[config.mk]
export PLATFORM = sky130hd
export DESIGN_NAME = oc_fault_timer
export DESIGN_NICKNAME = d
export VERILOG_FILES = /design/src/rtl/oct_pkg.sv /design/src/rtl/oct_limit_sel.sv /design/src/rtl/oct_trip_timer.sv /design/src/rtl/oct_idle_timer.sv /design/src/rtl/oc_fault_timer.sv
export SDC_FILE = /design/constraint.sdc
export NUM_CORES = 1
export LEC_CHECK = 0
export BUFFER_PORTS_ARGS = -buffer_cell sky130_fd_sc_hd__buf_2
export CELL_PAD_IN_SITES_DETAIL_PLACEMENT = 1
export CELL_PAD_IN_SITES_GLOBAL_PLACEMENT = 1
export CORE_MARGIN = 4
export CORE_UTILIZATION = 45
export CTS_BUF_LIST = sky130_fd_sc_hd__clkbuf_8
export DETAILED_ROUTE_END_ITERATION = 16
export PLACE_DENSITY_LB_ADDON = 0.1
export SYNTH_ARGS = -nofsm -noshare
export SYNTH_HDL_FRONTEND = slang
export SYNTH_HIERARCHICAL = 1
export SYNTH_SLANG_ARGS = --single-unit
[constraint.sdc]
create_clock -name clk -period 3.2 [get_ports clk]
set_input_delay 0.48 -clock clk [delete_from_list [all_inputs] [get_ports clk]]
set_output_delay 0.48 -clock clk [all_outputs]
set_load 0.05 [all_outputs]
[src/rtl/oct_pkg.sv]
package oct_pkg;

  typedef enum logic [1:0] {
    CLS_0  = 2'd0,
    CLS_1  = 2'd1,
    CLS_2  = 2'd2,
    CLS_34 = 2'd3
  } pwr_class_e;

endpackage

[src/rtl/oct_limit_sel.sv]
module oct_limit_sel
  import oct_pkg::*;
#(
  parameter int CUR_W   = 12,
  parameter int LIM_C0  = 800,
  parameter int LIM_C1  = 196,
  parameter int LIM_C2  = 360,
  parameter int LIM_C34 = 800
) (
  input  pwr_class_e       cls,
  input  logic [CUR_W-1:0] sample,
  output logic             over
);

  logic [CUR_W-1:0] limit;

  always_comb begin
    case (cls)
      CLS_1:   limit = CUR_W'(LIM_C1);
      CLS_2:   limit = CUR_W'(LIM_C2);
      CLS_34:  limit = CUR_W'(LIM_C34);
      default: limit = CUR_W'(LIM_C0);
    endcase
  end

  assign over = (sample > limit);

endmodule

[src/rtl/oct_trip_timer.sv]
module oct_trip_timer #(
  parameter int TRIP_MS    = 60,
  parameter int DECAY_LOG2 = 4
) (
  input  logic clk,
  input  logic rst_n,
  input  logic flush,
  input  logic tick,
  input  logic over,
  output logic fault_pulse,
  output logic fault_flag
);

  localparam int CW = $clog2(TRIP_MS + 1);
  localparam int PW = DECAY_LOG2;
  localparam logic [CW-1:0] TRIP_V = CW'(TRIP_MS);
  localparam logic [CW-1:0] LAST_V = CW'(TRIP_MS - 1);
  localparam logic [PW-1:0] PRE_MAX = {PW{1'b1}};

  logic [CW-1:0] cnt_q, cnt_d;
  logic [PW-1:0] pre_q, pre_d;
  logic          flag_q, flag_d;
  logic          pulse_q, pulse_d;
  logic          step_en;

  assign step_en = tick && !flag_q;

  always_comb begin
    cnt_d   = cnt_q;
    pre_d   = pre_q;
    flag_d  = flag_q;
    pulse_d = 1'b0;
    if (flush) begin
      cnt_d  = '0;
      pre_d  = '0;
      flag_d = 1'b0;
    end else if (step_en) begin
      if (over) begin
        pre_d = '0;
        if (cnt_q == LAST_V) begin
          cnt_d   = TRIP_V;
          flag_d  = 1'b1;
          pulse_d = 1'b1;
        end else begin
          cnt_d = cnt_q + CW'(1);
        end
      end else if (cnt_q != '0) begin
        if (pre_q == PRE_MAX) begin
          pre_d = '0;
          cnt_d = cnt_q - CW'(1);
        end else begin
          pre_d = pre_q + PW'(1);
        end
      end else begin
        pre_d = '0;
      end
    end
  end

  always_ff @(posedge clk or negedge rst_n) begin
    if (!rst_n) begin
      cnt_q   <= '0;
      pre_q   <= '0;
      flag_q  <= 1'b0;
      pulse_q <= 1'b0;
    end else begin
      cnt_q   <= cnt_d;
      pre_q   <= pre_d;
      flag_q  <= flag_d;
      pulse_q <= pulse_d;
    end
  end

  assign fault_pulse = pulse_q;
  assign fault_flag  = flag_q;

  AST_NO_OVERFLOW: assert property (@(posedge clk) disable iff (!rst_n)
    cnt_q <= TRIP_V);
  AST_UP_STEP: assert property (@(posedge clk) disable iff (!rst_n)
    (tick && over && !flush && !flag_q) |=> (cnt_q == $past(cnt_q) + CW'(1)));
  AST_DECAY_HOLD: assert property (@(posedge clk) disable iff (!rst_n)
    (tick && !over && !flush && !flag_q && pre_q != PRE_MAX) |=> $stable(cnt_q));
  AST_PULSE_ONE: assert property (@(posedge clk) disable iff (!rst_n)
    fault_pulse |=> !fault_pulse);
  AST_FLAG_HOLD: assert property (@(posedge clk) disable iff (!rst_n)
    (flag_q && !flush) |=> (flag_q && $stable(cnt_q)));
  AST_FLUSH_CLR: assert property (@(posedge clk) disable iff (!rst_n)
    flush |=> (!flag_q && !pulse_q && cnt_q == '0));
  AST_NO_TICK: assert property (@(posedge clk) disable iff (!rst_n)
    (!tick && !flush) |=> ($stable(cnt_q) && !pulse_q));

endmodule

[src/rtl/oct_idle_timer.sv]
module oct_idle_timer #(
  parameter int DISC_MS = 350
) (
  input  logic clk,
  input  logic rst_n,
  input  logic flush,
  input  logic tick,
  input  logic idle,
  output logic disc_pulse,
  output logic disc_flag
);

  localparam int DW = $clog2(DISC_MS + 2);
  localparam logic [DW-1:0] DISC_V = DW'(DISC_MS);

  logic [DW-1:0] dcnt_q, dcnt_d;
  logic          flag_q, flag_d;
  logic          pulse_q, pulse_d;

  always_comb begin
    dcnt_d  = dcnt_q;
    flag_d  = flag_q;
    pulse_d = 1'b0;
    if (flush) begin
      dcnt_d = '0;
      flag_d = 1'b0;
    end else if (tick && !flag_q) begin
      if (!idle) begin
        dcnt_d = '0;
      end else if (dcnt_q == DISC_V) begin
        dcnt_d  = dcnt_q + DW'(1);
        flag_d  = 1'b1;
        pulse_d = 1'b1;
      end else begin
        dcnt_d = dcnt_q + DW'(1);
      end
    end
  end

  always_ff @(posedge clk or negedge rst_n) begin
    if (!rst_n) begin
      dcnt_q  <= '0;
      flag_q  <= 1'b0;
      pulse_q <= 1'b0;
    end else begin
      dcnt_q  <= dcnt_d;
      flag_q  <= flag_d;
      pulse_q <= pulse_d;
    end
  end

  assign disc_pulse = pulse_q;
  assign disc_flag  = flag_q;

  AST_IDLE_RESTART: assert property (@(posedge clk) disable iff (!rst_n)
    (tick && !idle && !flush && !flag_q) |=> (dcnt_q == '0));
  AST_DISC_ONE: assert property (@(posedge clk) disable iff (!rst_n)
    disc_pulse |=> !disc_pulse);
  AST_DISC_STICKY: assert property (@(posedge clk) disable iff (!rst_n)
    (flag_q && !flush) |=> flag_q);
  AST_DISC_FLUSH: assert property (@(posedge clk) disable iff (!rst_n)
    flush |=> (!flag_q && dcnt_q == '0));

endmodule

[src/rtl/oc_fault_timer.sv]
module oc_fault_timer
  import oct_pkg::*;
#(
  parameter int CUR_W      = 12,
  parameter int LIM_C0     = 800,
  parameter int LIM_C1     = 196,
  parameter int LIM_C2     = 360,
  parameter int LIM_C34    = 800,
  parameter int IDLE_LIM   = 15,
  parameter int TRIP_MS    = 60,
  parameter int DECAY_LOG2 = 4,
  parameter int DISC_MS    = 350
) (
  input  logic             clk,
  input  logic             rst_n,
  input  logic             enable,
  input  logic             clear,
  input  logic             tick_ms,
  input  logic [1:0]       class_sel,
  input  logic [CUR_W-1:0] cur_sample,
  output logic             oc_pulse,
  output logic             oc_fault,
  output logic             disc_pulse,
  output logic             disc_fault
);

  logic flush;
  logic over;
  logic idle;

  assign flush = clear || !enable;
  assign idle  = (cur_sample < CUR_W'(IDLE_LIM));

  oct_limit_sel #(
    .CUR_W  (CUR_W),
    .LIM_C0 (LIM_C0),
    .LIM_C1 (LIM_C1),
    .LIM_C2 (LIM_C2),
    .LIM_C34(LIM_C34)
  ) u_lim (
    .cls   (pwr_class_e'(class_sel)),
    .sample(cur_sample),
    .over  (over)
  );

  oct_trip_timer #(
    .TRIP_MS   (TRIP_MS),
    .DECAY_LOG2(DECAY_LOG2)
  ) u_trip (
    .clk        (clk),
    .rst_n      (rst_n),
    .flush      (flush),
    .tick       (tick_ms),
    .over       (over),
    .fault_pulse(oc_pulse),
    .fault_flag (oc_fault)
  );

  oct_idle_timer #(
    .DISC_MS(DISC_MS)
  ) u_idle (
    .clk       (clk),
    .rst_n     (rst_n),
    .flush     (flush),
    .tick      (tick_ms),
    .idle      (idle),
    .disc_pulse(disc_pulse),
    .disc_flag (disc_fault)
  );

  AST_OFF_QUIET: assert property (@(posedge clk) disable iff (!rst_n)
    !enable |=> (!oc_fault && !disc_fault && !oc_pulse && !disc_pulse));
  AST_PULSE_FLAG: assert property (@(posedge clk) disable iff (!rst_n)
    oc_pulse |-> oc_fault);

endmodule

==> impl_metrics.yaml, run 1 <==
synth:
  postSynth.asyncResetShare_pct: 100
  synth_area_per_cell_um2: 9.18
  syn_area_um2: 1700
  syn_inst: 185
  ys_warn_count: 6
  synth_compound_area_share_pct: 19.7
  synth_xor_area_share_pct: 3.09
  synth.yosys.seq_area_share_pct: 33.9
  synthMuxAreaShare_pct: 2.50
  syn_nets: 218
  synthSimpleGateAreaFrac_pct: 25.3
  synth-seq-cells: 23
  synth-edff-count: 0
  synth-adder-area-share_pct: 10.3
  synth_top_family_by_area: "simple AND/OR/NAND/NOR gates"
  ys_types: 57
  synth_ff_type: "dfrtp_1"
global_route:
  grt-busiest-layer: "met2"
  first_global_vias: 1576
  grt_pass1_wl_um: 7380
  globalRouteMet2Util_pct: 30.4
  use_met1_pct: 24.4
  track_usage_pct: 18.2
  antenna_found_initial: 0
  overflow: 0
  grtUsageMet3_pct: 4.64
  grt_max_degree: 24
floorplan:
  coreArea_um2: 3660
  die_area_um2: 4820
  fp-row-count: 22
  start_util_pct: 46.4
  num_io_pins: 23
  die_h_um: 69.4
  die_w_um: 69.4
clocking:
  cts_setup_buffers: 0
  cts_root_buf: "clkbuf_8"
  cts_made_buffers: 3
  tritoncts: "yes"
  clkLatencyLatePin_ns: 0.26
  cts_resized: 0
  path_clk_slew_ns: 0.09
  cts_max_level: 1
  ctsHoldBuffers: 0
  clock-sinks: 23
  clockBufferDepth: 2
setup_path:
  path_delay_family: "compound AO/OA/AOI/OAI gates"
  crit_path_max_fanout: 3
  critPathLaunch: "class_sel[0]"
  startpoint_type: "input pin"
  critPathArrivalTime_ns: 3.01
  path_buf_inv: 2
  crit_top_cell: "a21oi_1"
  crit_path_cell_trace: "buf_2, inv_1, ha_1, ha_1, a31o_2, a21oi_1, a21oi_1, o32a_1, or4_1, a21oi_1, o21ai_1, mux2_1"
  crit_type: "in2reg"
  slowest_delay_ns: 0.51
  slowest_stage: "or4_1"
  r2r_start: "u_trip/cnt_q[0]"
  end_kind: "register"
  required_ns: 3.35
route:
  drc_errors: 0
  routedWlPerCell_um: 16.4
  wirelength_um: 4210
  first_iter_violations: 53
  ant_nets: 0
  vias_per_cell: 5.94
  dr.pass1.iters: 4
  vias: 1521
timing:
  max_freq_mhz: 349
  max_slew_margin_pct: 65.2
  setup_viol_count_final: 0
  worst_slew_pin_slew_ns: 0.522
  finalClockSkew_ns: 0.00642
  fin_crit_sh_pct: 89.5
  drv_slew: 0
  finalHoldViolCount: 0
  setup-tns-final_ns: 0
  rsz0062_at_grt: "no"
  min_period_ns: 2.87
pwr:
  power_density_nw_per_um2: 301
  ir_worst_vdd_mv: 0.234
  leakage_nw: 0.882
run_status:
  outcome: "finished clean"
cells_and_area:
  final_cell_mix: "dfrtp_1, buf_2, inv_1"
  fillers: 445
  final_common_cell: "dfrtp_1"
  utilization_pct: 51.9
  layout-drive-gt1-share_pct: 18.8
  antenna_cells: 0
  final_nets: 242
  area_growth_pct: 11.9
placed_design:
  port_buffers: 22
  dp_hpwl_um: 3270
  gp_congestion: 0.858
worst_hold_path:
  hold_path.class: "in2async"
run:
  max-cap-violations: 0
worst paths after layout:
path	slack (ns)	cells after the start	to
setup / recovery	0.33	12	u_trip/cnt_q[3]
hold / removal	0.18	1	u_idle/dcnt_q[1]
setup reg to reg	1.10	6	u_trip/cnt_q[2]
hold reg to reg	0.54	1	u_idle/dcnt_q[8]
max in group asynchronous	2.67	1	u_trip/cnt_q[0]
min in group clk	0.54	1	u_idle/dcnt_q[8]
routing by layer:
layer  vias to the layer above  share of wire, %
met5                         -                 0
met4                         0              0.24
met3                         2               4.8
met2                        31                50
met1                       756                45
li1                        732                 -
through the flow:
step	setup slack, ns	area (um^2)	hold slack (ns)	total power [W]	cells
5_1_grt	0.105	1900	0.208	0.000607	256
6_report	0.335	1900	0.176	0.000573	256
4_1_cts	0.337	1900	0.197	0.000579	256
2_1_floorplan	0.247	1700	0.184	0.000360	185
3_5_place_dp	0.0646	1850	0.489	0.000397	252
3_3_place_gp	0.175	1850	0.485	0.000392	252
flip-flops by register name, summed over array words and instances, names as in the netlist:
name                cells
u_idle/disc_pulse       1
u_trip/fault_pulse      1
u_trip/cnt_q            6
u_trip/pre_q            4
u_idle/disc_flag        1
u_idle/dcnt_q           9
u_trip/fault_flag       1
Yosys cell counts (2+ instances only):
library cell   n  area share, %
o31ai_1        2           0.88
o2bb2ai_1      2            1.0
dfrtp_1       23             34
inv_1         15            3.3
nor4b_1        3            1.5
nor4_1         2           0.74
a31oi_1        2           0.74
o21ai_0        7            2.1
nand3_1       11            3.2
nand2_1        8            1.8
nand4_1        5            1.8
a21oi_1        9            2.7
ha_1          14             10
buf_2          2           0.59
a22o_1         2            1.0
o2111ai_1      3            1.5
o22ai_1        4            1.5
nor3_1         2           0.59
nand3b_1       2           0.88
mux2i_1        2            1.2
xor2_1         6            3.1
nand2b_1       3            1.1
nor2_1        11            2.4
a21o_1         3            1.3
and3_1         4            1.5
nor2b_1        7            2.6
layout make-up:
type	count	area, um^2	share of cell area (%)
multi-input cells	141	1030	54.4
repair buffers	24	125	6.58
clock inverters	1	5.00	0.263
well taps	48	60.1	3.16
clock buffers	3	41.3	2.17
inverters	16	60.1	3.16
flip-flops and latches	23	576	30.3
power breakdown:
| part | switching [W] | internal (W) |
|---|---|---|
| logic | 0.0000560 | 0.0000387 |
| clock network | 0.0000936 | 0.0000869 |
| registers | 0.00000496 | 0.000293 |
worst register-to-register path, cell delays in order, from the launching register on:
cell and delay [ns]:
dfrtp_1 0.49, inv_1 0.13, ha_1 0.24, nor2b_1 0.17, a221o_1 0.40, a21oi_1 0.21
mux2_2 0.36
cells by family (layout without fill, tap and decap cells):
logic type | count (synthesis) | after routing
AND/OR/NAND/NOR | 70 | 70
AO/OA/AOI/OAI | 47 | 47
flip-flops | 23 | 23
buffers and inverters | 21 | 44
adder cells (fa/ha/maj) | 14 | 14
XOR/XNOR | 6 | 6
multiplexers | 4 | 4
No activity file was read; power rests on OpenSTA's default activity.
==> run 2, diff against run 1 <==
CORE_UTILIZATION = 49   (was 45)
==> run 2 against run 1 <==
Against the previous run: hold slack improved by 0.0091 ns; global-route usage rose by 3.0 points; power fell by 0.39%; register-to-register slack improved by 0.04 ns; final area fell by 0.20%; largest power group unchanged; maximum frequency rose by 0.87%; clock-buffer cell count did not move; sequential share of layout area rose by 0.060 points; highest routed layer unchanged; critical endpoint unchanged; non-clock buffer count did not move; clock power barely moved; flip-flop and latch count did not move; clock skew rose by 0.00077 ns.
==> impl_metrics.yaml, run 2 (synthesis gave the netlist of run 1 again) <==
clocking:
  cts_root_buf: "clkbuf_8"
  clockBufferDepth: 2
  cts_made_buffers: 3
  clock-sinks: 23
  cts_resized: 0
  cts_max_level: 1
  tritoncts: "yes"
  clkLatencyLatePin_ns: 0.26
  cts_setup_buffers: 0
  ctsHoldBuffers: 0
  path_clk_slew_ns: 0.09
setup_path:
  end_kind: "register"
  r2r-end: "u_trip/cnt_q[2]"
  r2r_slack_ns: 1.14
  ff2ff_path_depth: 6
  critPathArrivalTime_ns: 2.99
  crit_path_max_fanout: 3
  crit_type: "in2reg"
  startpoint_type: "input pin"
  required_ns: 3.35
  r2r_start: "u_trip/cnt_q[0]"
  critPathLaunch: "class_sel[0]"
cells_and_area:
  final_cell_mix: "dfrtp_1, buf_2, inv_1"
  final_cells: 254
  layout-drive-gt1-share_pct: 18.3
  area_growth_pct: 11.6
  top_regs: "u_idle/dcnt_q (9), u_trip/cnt_q (6), u_trip/pre_q (4)"
  largest_reg_flops: 9
  final_nets: 242
  regMostFlops: "u_idle/dcnt_q"
  final_common_cell: "dfrtp_1"
  antenna_cells: 0
placed_design:
  dp_cells: 250
  port_buffers: 22
  dp_hpwl_um: 3370
  gp_congestion: 0.883
route:
  vias: 1556
  vias_per_cell: 6.13
  routedWlPerCell_um: 16.9
  drc_errors: 0
  first_iter_violations: 103
  ant_nets: 0
  wirelength_um: 4290
  dr.pass1.iters: 4
timing:
  finalClockSkew_ns: 0.00719
  max_freq_mhz: 352
  setup-tns-final_ns: 0
  max_slew_margin_pct: 65.0
  worst_slew_pin_slew_ns: 0.525
  drv_slew: 0
  setup_viol_count_final: 0
  finalHoldViolCount: 0
  hold_slack_ns: 0.186
  min_period_ns: 2.84
  fin_crit_sh_pct: 88.8
  rsz0062_at_grt: "no"
global_route:
  antenna_found_initial: 0
  grt_max_degree: 24
  overflow: 0
  grt_pass1_wl_um: 7440
  track_usage_pct: 21.2
  first_global_vias: 1615
pwr:
  leakage_nw: 0.883
  switchingPower_w: 0.000154
  power_density_nw_per_um2: 301
  p_clk_share_pct: 31.2
  p_sw_share_pct: 27.0
  ir_worst_vdd_mv: 0.148
  p_int_w: 0.000417
  combinationalPowerShare_pct: 16.7
  pwr-share-seq_pct: 52.1
floorplan:
  coreArea_um2: 3340
  die_h_um: 66.9
  num_io_pins: 23
  die_area_um2: 4470
  start_util_pct: 50.9
  die_w_um: 66.9
  fp-row-count: 21
run_status:
  outcome: "finished clean"
worst_hold_path:
  hold_path.class: "in2async"
run:
  max-cap-violations: 0
==> run 2: cell count changes in the layout (fill, tap and decap cells not counted) <==
cell / change
clkinv_2: -1
inv_1: +1
==> run 2: worst max path at each step <==
stage | endpoint | slack, ns | depth (start not counted)
floorplan | u_trip/cnt_q[3] | 0.25 | 12
finish | u_trip/cnt_q[3] | 0.36 | 12
global route | u_trip/cnt_q[3] | 0.18 | 12
detailed placement | u_trip/cnt_q[3] | 0.12 | 12
global placement | u_trip/cnt_q[3] | 0.18 | 12
CTS | u_trip/cnt_q[3] | 0.38 | 12
==> run 2: power groups by stage <==
stage	registers [W]	logic (W)	clock network [W]
floorplan	0.000301	0.0000587	0
finish	0.000297	0.0000951	0.000178
CTS	0.000297	0.0000949	0.000181
global placement	0.000303	0.0000883	0
global route	0.000298	0.000107	0.000194
detailed placement	0.000303	0.0000940	0
==> run 2: area by class of cell <==
class                   count  area (um^2)
clock buffers               3         41.3
flip-flops and latches     23          576
well taps                  46         57.6
fillers                   413         1440
repair buffers             24          125
inverters                  16         60.1
clock inverters             1         3.75
multi-input cells         141         1030
==> run 2: stage by stage <==
step | total power, W | utilization [%] | setup WS (ns) | instance area, um^2
3_3_place_gp | 0.000391 | 55.5 | 0.182 | 1850
2_1_floorplan | 0.000360 | - | 0.247 | 1700
5_1_grt | 0.000599 | 56.8 | 0.180 | 1900
4_1_cts | 0.000573 | 56.8 | 0.382 | 1900
6_report | 0.000571 | 56.8 | 0.360 | 1900
3_5_place_dp | 0.000397 | 55.5 | 0.117 | 1850
==> run 2: critical path: stages <==
cell and delay, ns:
buf_2 0.10, inv_1 0.05, ha_1 0.30, ha_1 0.31, a31o_2 0.24, a21oi_1 0.14
a21oi_1 0.08, o32a_1 0.19, or4_1 0.52, a21oi_1 0.16, o21ai_1 0.09, mux2_1 0.32
==> run 2: per-layer routing <==
metal  GRT usage (%)  vias to the layer above  wire length, um  part of all wire (%)
met5               0                        -                0                     0
met4            3.80                        0               24                  0.56
met3            3.04                        4              145                   3.4
met2            37.9                       24             2120                    49
met1            27.1                      793             2000                    47
li1                -                      735                -                     -
==> run 3, diff against run 2 <==
CORE_UTILIZATION = 48   (was 49)
SYNTH_HIERARCHICAL = default   (was 1)
==> run 3 against run 2 <==
Against the previous run: utilization is 0.44 points lower; sequential share of layout area down 0.24 points; synthesized area grew 0.44%; final area grew 0.79%; largest cell class unchanged; power grew 6.7%; final cell count is 4.7% higher; synthesized cell count increased by 6.5%; sequential power rose by 2%; critical path type unchanged.
==> impl_metrics.yaml, run 3 <==
route:
  first_iter_violations: 80
  dr.pass1.iters: 4
  ant_nets: 0
  wirelength_um: 4440
  drc_errors: 0
  vias: 1570
  routedWlPerCell_um: 16.7
  vias_per_cell: 5.90
synth:
  synth_area_per_cell_um2: 8.66
  postSynth.asyncResetShare_pct: 100
  synth_ff_type: "dfrtp_1"
  synth_most_common_cell: "dfrtp_1"
  yosys.area.top_type_share_pct: 33.7
  syn_inst: 197
  synth-edff-count: 0
  yosys-top-cells-count: "dfrtp_1, o21ai_0, nor2_1, ha_1"
  ys_warn_count: 0
  yosysTopAreaCell: "dfrtp_1"
  syn_area_um2: 1710
  syn_nets: 230
  ys_types: 46
  synth.yosys.seq_area_share_pct: 33.7
  synth-seq-cells: 23
  netlist_top_cells_area: "dfrtp_1, ha_1, o21ai_0, nand3_1, nor2_1"
timing:
  max_slew_margin_pct: 52.0
  drv_slew: 0
  setup_viol_count_final: 0
  setup-tns-final_ns: 0
  fin_crit_sh_pct: 80.2
  finalHoldViolCount: 0
  min_period_ns: 2.57
  rsz0062_at_grt: "no"
  worst_slew_pin_slew_ns: 0.720
  max_freq_mhz: 390
  finalClockSkew_ns: 0.00328
cells_and_area:
  fillers: 420
  final_common_cell: "dfrtp_1"
  final_cell_mix: "dfrtp_1, buf_2, o21ai_0"
  final_cells: 266
  final_nets: 254
  area_growth_pct: 12.0
  largest_reg_flops: 9
  top_regs: "u_idle.dcnt_q (9), u_trip.cnt_q (6), u_trip.pre_q (4)"
  utilization_pct: 56.4
  regMostFlops: "u_idle.dcnt_q"
  layout-drive-gt1-share_pct: 17.3
  antenna_cells: 0
clocking:
  cts_made_buffers: 3
  cts_root_buf: "clkbuf_8"
  ctsHoldBuffers: 0
  tritoncts: "yes"
  clock-sinks: 23
  cts_setup_buffers: 0
  cts_max_level: 1
  path_clk_slew_ns: 0.09
  cts_resized: 0
  clockBufferDepth: 2
  clkLatencyLatePin_ns: 0.27
global_route:
  grt_pass1_wl_um: 7420
  overflow: 0
  track_usage_pct: 21.6
  grt_max_degree: 24
  first_global_vias: 1658
  antenna_found_initial: 0
pwr:
  power_density_nw_per_um2: 318
  ir_worst_vdd_mv: 0.179
  leakage_nw: 0.890
setup_path:
  crit_path_max_fanout: 6
  slowest_stage: "nor2_1"
  critPathArrivalTime_ns: 2.74
  slowest_delay_ns: 0.42
  crit_path_cell_trace: "buf_2, inv_1, ha_1, inv_1, ha_1, o21ai_0, o21ai_0, o31ai_1, nor2_1, nand2_1, a31o_2"
  required_ns: 3.37
  end_kind: "register"
  startpoint_type: "input pin"
  crit_type: "in2reg"
floorplan:
  fp-row-count: 21
  die_h_um: 67.6
  die_w_um: 67.6
  num_io_pins: 23
  coreArea_um2: 3390
  die_area_um2: 4570
  start_util_pct: 50.4
run:
  max-cap-violations: 0
placed_design:
  port_buffers: 22
  gp_congestion: 0.908
  dp_hpwl_um: 3390
  dp_cells: 262
worst_hold_path:
  hold_path.class: "in2async"
run_status:
  outcome: "finished clean"
[run 3: cell types whose count changed after synthesis, sizes merged, moves of 4 or more]
cell,delta
o21ai,+13
and3,+4
nand2,+4
nor3,+6
nor2,+4
nor2b,-5
a21oi,-4
[run 3: cell families after synthesis]
kind of cell             count (synthesis)  synth area share, %
AO/OA/AOI/OAI                           49                 19.2
XOR/XNOR                                 4                 2.05
adder cells (fa/ha/maj)                 14                 10.3
buffers and inverters                   17                 3.81
flip-flops                              23                 33.7
multiplexers                             3                 1.76
AND/OR/NAND/NOR                         87                 29.2
[run 3: per-stage QoR]
| step | worst slack (ns) | hold slack [ns] | cell area [um^2] | total power (W) |
|---|---|---|---|---|
| after floorplan | 0.864 | 0.184 | 1710 | 0.000379 |
| after detailed placement | 0.351 | 0.498 | 1870 | 0.000423 |
| after global placement | 0.517 | 0.490 | 1870 | 0.000418 |
| final | 0.633 | 0.183 | 1910 | 0.000609 |
| after global routing | 0.424 | 0.215 | 1910 | 0.000640 |
| after CTS | 0.645 | 0.198 | 1910 | 0.000613 |
[run 3: critical path: cells and delay by family]
kind / cells / cell delay, ns
AND/OR/NAND/NOR: 2 / 0.58
buffers and inverters: 3 / 0.21
adder cells (fa/ha/maj): 2 / 0.63
AO/OA/AOI/OAI: 4 / 0.82
[run 3: path summary, 6_finish.rpt]
kind | from | slack [ns] | endpoint | cells past startpoint
max in group asynchronous | rst_n | 2.65 | u_trip.pre_q[2] | 1
hold / removal | rst_n | 0.18 | u_trip.cnt_q[5] | 1
hold reg to reg | u_idle.dcnt_q[3] | 0.52 | u_idle.dcnt_q[3] | 1
setup / recovery | class_sel[0] | 0.63 | u_trip.cnt_q[0] | 11
setup reg to reg | u_trip.cnt_q[0] | 1.01 | u_trip.cnt_q[0] | 8
min in group clk | tick_ms | 0.52 | u_trip.fault_flag | 3
[run 3: per-layer routing]
layer,vias up,share of wire [%],track usage (%)
li1,765,-,-
met1,771,45,25.5
met2,27,50,38.8
met3,7,2.7,2.00
met4,0,2.1,10.1
met5,-,0,0
[run 3: power by group]
part           switching (W)  internal, W  total (W)
combinational      0.0000703    0.0000458   0.000116
sequential        0.00000800     0.000294   0.000302
clock               0.000103    0.0000873   0.000190
total               0.000181     0.000428   0.000609
[run 3: final cells by class]
cell class              instances  area, um^2  share of cell area (%)
repair buffers                 23         118                    6.15
clock buffers                   3        41.3                    2.16
multi-input cells             157        1070                    55.8
well taps                      46        57.6                    3.01
clock inverters                 1        5.00                   0.262
flip-flops and latches         23         576                    30.1
inverters                      13        48.8                    2.55
